--- src/rtl/gpx_pkg.sv ---
// Shared address map and sizes for the banked GPIO pin block.
// Assumes a byte-wide register bus and at most 256 register addresses.
package gpx_pkg;
    localparam int GPX_ADDR_W     = 8;
    localparam int GPX_STATE_BASE = 'h10;
    localparam int GPX_DIR_BASE   = 'h60;
    localparam int GPX_TYPE_BASE  = 'h64;
    localparam int GPX_PULL_BASE  = 'h68;
    localparam int GPX_SET_BASE   = 'h6C;
    localparam int GPX_CLR_BASE   = 'h70;
endpackage

--- src/rtl/gpx_sync.sv ---
// Two-flop synchroniser for the asynchronous pad inputs.
// Assumes each bit is independent; no bus coherency is promised.
module gpx_sync #(
    parameter int W = 24
) (
    input  logic         clk,
    input  logic         rst_n,
    input  logic [W-1:0] d,
    output logic [W-1:0] q
);
    logic [W-1:0] meta_q;

    // Two register stages, cleared by reset.
    always_ff @(posedge clk) begin
        if (!rst_n) begin
            meta_q <= '0;
            q      <= '0;
        end else begin
            meta_q <= d;
            q      <= meta_q;
        end
    end
endmodule

--- src/rtl/gpx_bank_regs.sv ---
// Configuration and output-latch registers for one bank of pins.
// Assumes at most one write strobe per cycle. Bits of unavailable pins are
// masked out of every write, so they keep their stored value.
module gpx_bank_regs #(
    parameter int W = 8
) (
    input  logic         clk,
    input  logic         rst_n,
    input  logic [W-1:0] avail,
    input  logic [W-1:0] wdata,
    input  logic         wr_dir,
    input  logic         wr_type,
    input  logic         wr_pull,
    input  logic         wr_set,
    input  logic         wr_clr,
    output logic [W-1:0] dir_q,
    output logic [W-1:0] type_q,
    output logic [W-1:0] pull_q,
    output logic [W-1:0] out_q
);
    logic [W-1:0] wmask;

    // Only available pins may be written.
    always_comb wmask = wdata & avail;

    // Configuration registers: plain read/write on available bits.
    always_ff @(posedge clk) begin
        if (!rst_n) begin
            dir_q  <= '0;
            type_q <= '0;
            pull_q <= '0;
        end else begin
            if (wr_dir)  dir_q  <= (dir_q  & ~avail) | wmask;
            if (wr_type) type_q <= (type_q & ~avail) | wmask;
            if (wr_pull) pull_q <= (pull_q & ~avail) | wmask;
        end
    end

    // Output latch: write-one-to-set and write-one-to-clear.
    always_ff @(posedge clk) begin
        if (!rst_n) begin
            out_q <= '0;
        end else if (wr_set) begin
            out_q <= out_q | wmask;
        end else if (wr_clr) begin
            out_q <= out_q & ~wmask;
        end
    end
endmodule

--- src/rtl/gpx_pad_ctrl.sv ---
// Decodes direction, type and pull bits of one bank into pad controls.
// Output pins: type selects push-pull or open-drain, pull enables pull-up.
// Input pins: type 1 selects a resistor (pull picks up or down), type 0
// with pull 0 is analog. Unavailable pins get all controls low.
module gpx_pad_ctrl #(
    parameter int W = 8
) (
    input  logic [W-1:0] avail,
    input  logic [W-1:0] dir,
    input  logic [W-1:0] typ,
    input  logic [W-1:0] pull,
    input  logic [W-1:0] out,
    output logic [W-1:0] pad_oe,
    output logic [W-1:0] pad_out,
    output logic [W-1:0] pad_od,
    output logic [W-1:0] pad_pu,
    output logic [W-1:0] pad_pd,
    output logic [W-1:0] pad_ana
);
    logic [W-1:0] is_out;
    logic [W-1:0] is_in;

    // Per-pin mode split, qualified by availability.
    always_comb begin
        is_out  = dir & avail;
        is_in   = ~dir & avail;
        pad_oe  = is_out;
        pad_out = out & avail;
        pad_od  = is_out & typ;
        pad_pu  = avail & typ & pull;
        pad_pd  = is_in & typ & ~pull;
        pad_ana = is_in & ~typ & ~pull;
    end
endmodule

--- src/rtl/gpx_pin_bank.sv ---
// Top of the banked GPIO pin block: bus decode, per-bank registers, pad
// decode, input synchroniser and registered read mux.
// Assumes single-cycle bus strobes. The first ALWAYS_PINS pins are always
// available; the rest form two groups gated by grp_lo_en and grp_hi_en.
module gpx_pin_bank
    import gpx_pkg::*;
#(
    parameter int BANK_W      = 8,
    parameter int NUM_BANKS   = 3,
    parameter int ALWAYS_PINS = 16,
    localparam int PIN_W      = BANK_W * NUM_BANKS
) (
    input  logic              clk,
    input  logic              rst_n,
    input  logic [7:0]        bus_addr,
    input  logic [BANK_W-1:0] bus_wdata,
    input  logic              bus_wr,
    input  logic              bus_rd,
    output logic [BANK_W-1:0] bus_rdata,
    input  logic              grp_lo_en,
    input  logic              grp_hi_en,
    input  logic [PIN_W-1:0]  pad_in,
    output logic [PIN_W-1:0]  pad_oe,
    output logic [PIN_W-1:0]  pad_out,
    output logic [PIN_W-1:0]  pad_od,
    output logic [PIN_W-1:0]  pad_pu,
    output logic [PIN_W-1:0]  pad_pd,
    output logic [PIN_W-1:0]  pad_ana
);
    localparam int GRP_W = (PIN_W - ALWAYS_PINS) / 2;

    logic [PIN_W-1:0]  avail;
    logic [PIN_W-1:0]  pin_sync;
    logic [PIN_W-1:0]  dir_q;
    logic [PIN_W-1:0]  type_q;
    logic [PIN_W-1:0]  pull_q;
    logic [PIN_W-1:0]  out_q;
    logic [BANK_W-1:0] rd_mux;

    // Availability per pin from the two group enables.
    for (genvar p = 0; p < PIN_W; p++) begin : g_avail
        if (p < ALWAYS_PINS) begin : g_fixed
            assign avail[p] = 1'b1;
        end else if (p < ALWAYS_PINS + GRP_W) begin : g_lo
            assign avail[p] = grp_lo_en;
        end else begin : g_hi
            assign avail[p] = grp_hi_en;
        end
    end

    gpx_sync #(.W(PIN_W)) u_sync (
        .clk   (clk),
        .rst_n (rst_n),
        .d     (pad_in),
        .q     (pin_sync)
    );

    // One register set and one pad decoder per bank.
    for (genvar b = 0; b < NUM_BANKS; b++) begin : g_bank
        localparam int LO = b * BANK_W;
        logic wr_dir, wr_type, wr_pull, wr_set, wr_clr;

        assign wr_dir  = bus_wr && (bus_addr == 8'(GPX_DIR_BASE  + b));
        assign wr_type = bus_wr && (bus_addr == 8'(GPX_TYPE_BASE + b));
        assign wr_pull = bus_wr && (bus_addr == 8'(GPX_PULL_BASE + b));
        assign wr_set  = bus_wr && (bus_addr == 8'(GPX_SET_BASE  + b));
        assign wr_clr  = bus_wr && (bus_addr == 8'(GPX_CLR_BASE  + b));

        gpx_bank_regs #(.W(BANK_W)) u_regs (
            .clk     (clk),
            .rst_n   (rst_n),
            .avail   (avail[LO +: BANK_W]),
            .wdata   (bus_wdata),
            .wr_dir  (wr_dir),
            .wr_type (wr_type),
            .wr_pull (wr_pull),
            .wr_set  (wr_set),
            .wr_clr  (wr_clr),
            .dir_q   (dir_q[LO +: BANK_W]),
            .type_q  (type_q[LO +: BANK_W]),
            .pull_q  (pull_q[LO +: BANK_W]),
            .out_q   (out_q[LO +: BANK_W])
        );

        gpx_pad_ctrl #(.W(BANK_W)) u_pad (
            .avail   (avail[LO +: BANK_W]),
            .dir     (dir_q[LO +: BANK_W]),
            .typ     (type_q[LO +: BANK_W]),
            .pull    (pull_q[LO +: BANK_W]),
            .out     (out_q[LO +: BANK_W]),
            .pad_oe  (pad_oe[LO +: BANK_W]),
            .pad_out (pad_out[LO +: BANK_W]),
            .pad_od  (pad_od[LO +: BANK_W]),
            .pad_pu  (pad_pu[LO +: BANK_W]),
            .pad_pd  (pad_pd[LO +: BANK_W]),
            .pad_ana (pad_ana[LO +: BANK_W])
        );
    end

    // Read multiplexer; unmatched addresses give zero.
    always_comb begin
        rd_mux = '0;
        for (int b = 0; b < NUM_BANKS; b++) begin
            if (bus_addr == 8'(GPX_STATE_BASE + b))
                rd_mux = avail[b*BANK_W +: BANK_W] &
                         ((dir_q[b*BANK_W +: BANK_W] & out_q[b*BANK_W +: BANK_W]) |
                          (~dir_q[b*BANK_W +: BANK_W] & pin_sync[b*BANK_W +: BANK_W]));
            if (bus_addr == 8'(GPX_DIR_BASE + b))
                rd_mux = avail[b*BANK_W +: BANK_W] & dir_q[b*BANK_W +: BANK_W];
            if (bus_addr == 8'(GPX_TYPE_BASE + b))
                rd_mux = avail[b*BANK_W +: BANK_W] & type_q[b*BANK_W +: BANK_W];
            if (bus_addr == 8'(GPX_PULL_BASE + b))
                rd_mux = avail[b*BANK_W +: BANK_W] & pull_q[b*BANK_W +: BANK_W];
        end
    end

    // Registered read data, updated on each read strobe.
    always_ff @(posedge clk) begin
        if (!rst_n)      bus_rdata <= '0;
        else if (bus_rd) bus_rdata <= rd_mux;
    end
endmodule

--- config.mk ---
export PLATFORM = sky130hd
export DESIGN_NAME = gpx_pin_bank
export DESIGN_NICKNAME = d
export VERILOG_FILES = /design/src/rtl/gpx_pkg.sv /design/src/rtl/gpx_sync.sv /design/src/rtl/gpx_bank_regs.sv /design/src/rtl/gpx_pad_ctrl.sv /design/src/rtl/gpx_pin_bank.sv
export SDC_FILE = /design/constraint.sdc
export NUM_CORES = 1
export LEC_CHECK = 0
export ABC_AREA = 0
export BUFFER_PORTS_ARGS = -buffer_cell sky130_fd_sc_hd__buf_2
export CAP_MARGIN = 20
export CORE_UTILIZATION = 58
export CTS_CLUSTER_DIAMETER = 200
export DETAILED_ROUTE_END_ITERATION = 10
export PLACE_DENSITY = 0.86
export SYNTH_ARGS = -nofsm -noshare
export SYNTH_HDL_FRONTEND = slang
export SYNTH_SLANG_ARGS = --single-unit
--- constraint.sdc ---
create_clock -name clk -period 3.1 [get_ports clk]
set_input_delay 0.62 -clock clk [delete_from_list [all_inputs] [get_ports clk]]
set_output_delay 0.62 -clock clk [all_outputs]
set_load 0.02 [all_outputs]
==> metrics <==
outcome=finished clean; worst hold path type=input pin to register; critical setup path kind=input pin to register; post-synthesis async set-or-reset flop share=0%; Largest stage delay, worst path=0.63 ns; # IOs=198; Relative slew margins=50.5%; Total GRT Usage=35.0%; DRC=0; clk buf depth=2; Worst Path Arrival=2.77 ns; ANT nets after route=0; Leak=3.93 nW; final period utilization=78.2%; area of the multi-input gates=4280 um2; Resized cells post-CTS=0; Clock transition at path regs=0.06 ns; Area after DPL=8690 um2; first-pass GRT wire length=38100 um; post-route cell area=9320 um2; syn nets=980; DIE WIDTH=118 um; Ys Warns=0; Setup Fix Bufs, Post-CTS=0; DRT iter0 DRCs=906; Worst path slowest cell=and4bb_2; CP endpoint kind=register; post-synth top area cell=dfxtp_1; sequential element share of the synthesized area=39.1%; vias per cell=6.10; Final Power=4.47 mW; fraction of layout cells with a size suffix above 1=24.2%; Final Critical Period=2.43 ns; Worst Path Required=3.44 ns; worst-path cell chain=buf_2, and4bb_2, nand3_1, nor2_1, nand2_1, a21boi_0; 1st-pass router iterations=8; TritonCTS sink count=152; Port Buffers=197; synth unique cells=66; most common flop cell mapped by yosys=dfxtp_1; CTS hold repair buffers=0; # rows=41; htree depth=4; synthesized area=7780 um2; Syn Inst Count=934; routability cong.=0.934; P&R area growth vs syn=19.8%; Initial Utilization=60.6%; peak fanout along the critical path=22; TNS Setup=0 ns; IR drop worst, VDD=0.584 mV; Root Buffer=clkbuf_16; TritonCTS clock tree=built; max cap viols=0; worst-skew pair later-pin latency=0.44 ns; synthesized area per cell=8.33 um2; fillers=974; post-detail-place hpwl=17400 um; EDFF count, synth=0; initial antenna violation count=1; die area=13900 um2; Core Area=12800 um2; grt total ovfl=0; Reg area=3040 um2; startpoint types=input pin; largest net degree at the start of global routing=74; Die Ht=118 um; DR vias=7744; share of the synthesized area in the top cell type=39.1%; largest cells by area after synthesis=dfxtp_1 39%, and2_1 7.8%, nand2_1 5.8%; final setup vio count=0; measured slew at the worst slew-check pin=0.737 ns; Routed WL=24600 um; max-slew violations=0; drt wl/cell=19.4 um; unrepaired setup endpoints after global routing=no; power density over the cells=479 nW/um2; f_max=412 MHz; Yosys reg bits=152; final setup skew=0.00658 ns; Fin. Hold Viols=0; nets@finish=1130; Inserted Clock Buffers=17; vias in the first global route=6952
cell type report:
class                      instances  share of cell area, %
multi-input combinational        686                   45.9
inverter                          16                  0.644
sequential                       152                   32.6
tap                              172                   2.31
timing repair buffer             211                   11.7
antenna                            1                 0.0268
clock inverter                    12                   1.73
clock buffer                      20                   5.01
routing by layer:
metal  wire length, um  track usage, %
met5                 0               0
met4              1020            16.5
met3              2690            9.35
met2             11200            54.9
met1              9660            44.7
layout by cell type (no fill, tap or decap), drive strengths merged, types with 3 or more instances in the layout:
cell / synthesis / layout
and3: 17 / 17
a21o: 7 / 7
a211oi: 3 / 3
nor3b: 20 / 20
bufinv: 0 / 3
nand2: 120 / 120
buf: 40 / 211
a21boi: 52 / 52
and3b: 3 / 3
o22ai: 5 / 5
nor2: 34 / 34
nand2b: 5 / 5
o211a: 3 / 3
nor2b: 43 / 43
o21ai: 37 / 37
a311oi: 8 / 8
a31oi: 5 / 5
nor4b: 3 / 3
o2111ai: 4 / 4
a22oi: 3 / 3
a211o: 4 / 4
nand3b: 5 / 5
inv: 16 / 21
nor4: 14 / 14
and2: 97 / 97
mux2i: 34 / 34
o211ai: 11 / 11
nor4bb: 5 / 5
nand3: 31 / 31
a21oi: 42 / 42
nand4: 8 / 8
o2bb2ai: 4 / 4
clkbuf: 40 / 20
nor3: 35 / 35
dfxtp: 152 / 152
final timing paths:
path | cells past startpoint | startpoint | slack, ns | endpoint
setup reg to reg | 5 | g_bank[0].u_regs.dir_q[6]$_SDFFE_PN0P_ | 1.53 | bus_rdata[6]$_SDFFE_PN0P_
hold reg to reg | 1 | u_sync.meta_q[7]$_SDFF_PN0_ | 0.43 | u_sync.q[7]$_SDFF_PN0_
setup / recovery | 6 | bus_addr[5] | 0.67 | register
hold / removal | 2 | pad_in[17] | 0.39 | u_sync.meta_q[17]$_SDFF_PN0_
metrics by stage:
step	hold WS (ns)	std cells	setup slack [ns]	util [%]
2_1_floorplan	0.412	934	0.810	-
3_3_place_gp	0.413	1237	0.435	67.8
3_5_place_dp	0.417	1237	0.378	67.8
4_1_cts	0.382	1269	0.735	72.7
5_1_grt	0.388	1270	0.535	72.7
6_report	0.387	1270	0.675	72.7
cell usage after synthesis, drive strengths merged, types with 2 or more instances:
cell	instances
buf	40
a31oi	5
and3b	3
nor3	35
nand3b	5
o21ai	37
o2111ai	4
dfxtp	152
a211o	4
nand2b	5
mux2i	34
nor2	34
a21o	7
a21boi	52
o22ai	5
nor3b	20
a21oi	42
nor4bb	5
o211ai	11
a211oi	3
o211a	3
clkbuf	40
a221oi	2
o2bb2ai	4
and3	17
nand2	120
nor4b	3
inv	16
a311oi	8
nand4	8
o31ai	2
a22oi	3
nor4	14
nand3	31
o21a	2
a32o	2
and4b	2
nor2b	43
and2	97
nand4b	2
report_power, final:
part	total, mW	switching, mW	leakage, nW	internal, mW
clock	2.20	0.862	0.306	1.34
combinational	0.267	0.179	2.39	0.0874
sequential	2.00	0.0133	1.23	1.98
logic make-up after synthesis:
| logic type | count (synthesis) | share of synthesized area [%] |
|---|---|---|
| compound gates | 202 | 17.6 |
| buf+inv | 96 | 5.98 |
| flops | 152 | 39.1 |
| mux | 35 | 4.52 |
| simple gates | 449 | 32.7 |
critical path: cells and delay by family:
family / cells / cell delay [ns]
AND/OR/NAND/NOR: 4 / 1.67
buffers and inverters: 1 / 0.25
AO/OA/AOI/OAI: 1 / 0.22
No activity file was read; power rests on OpenSTA's default activity.
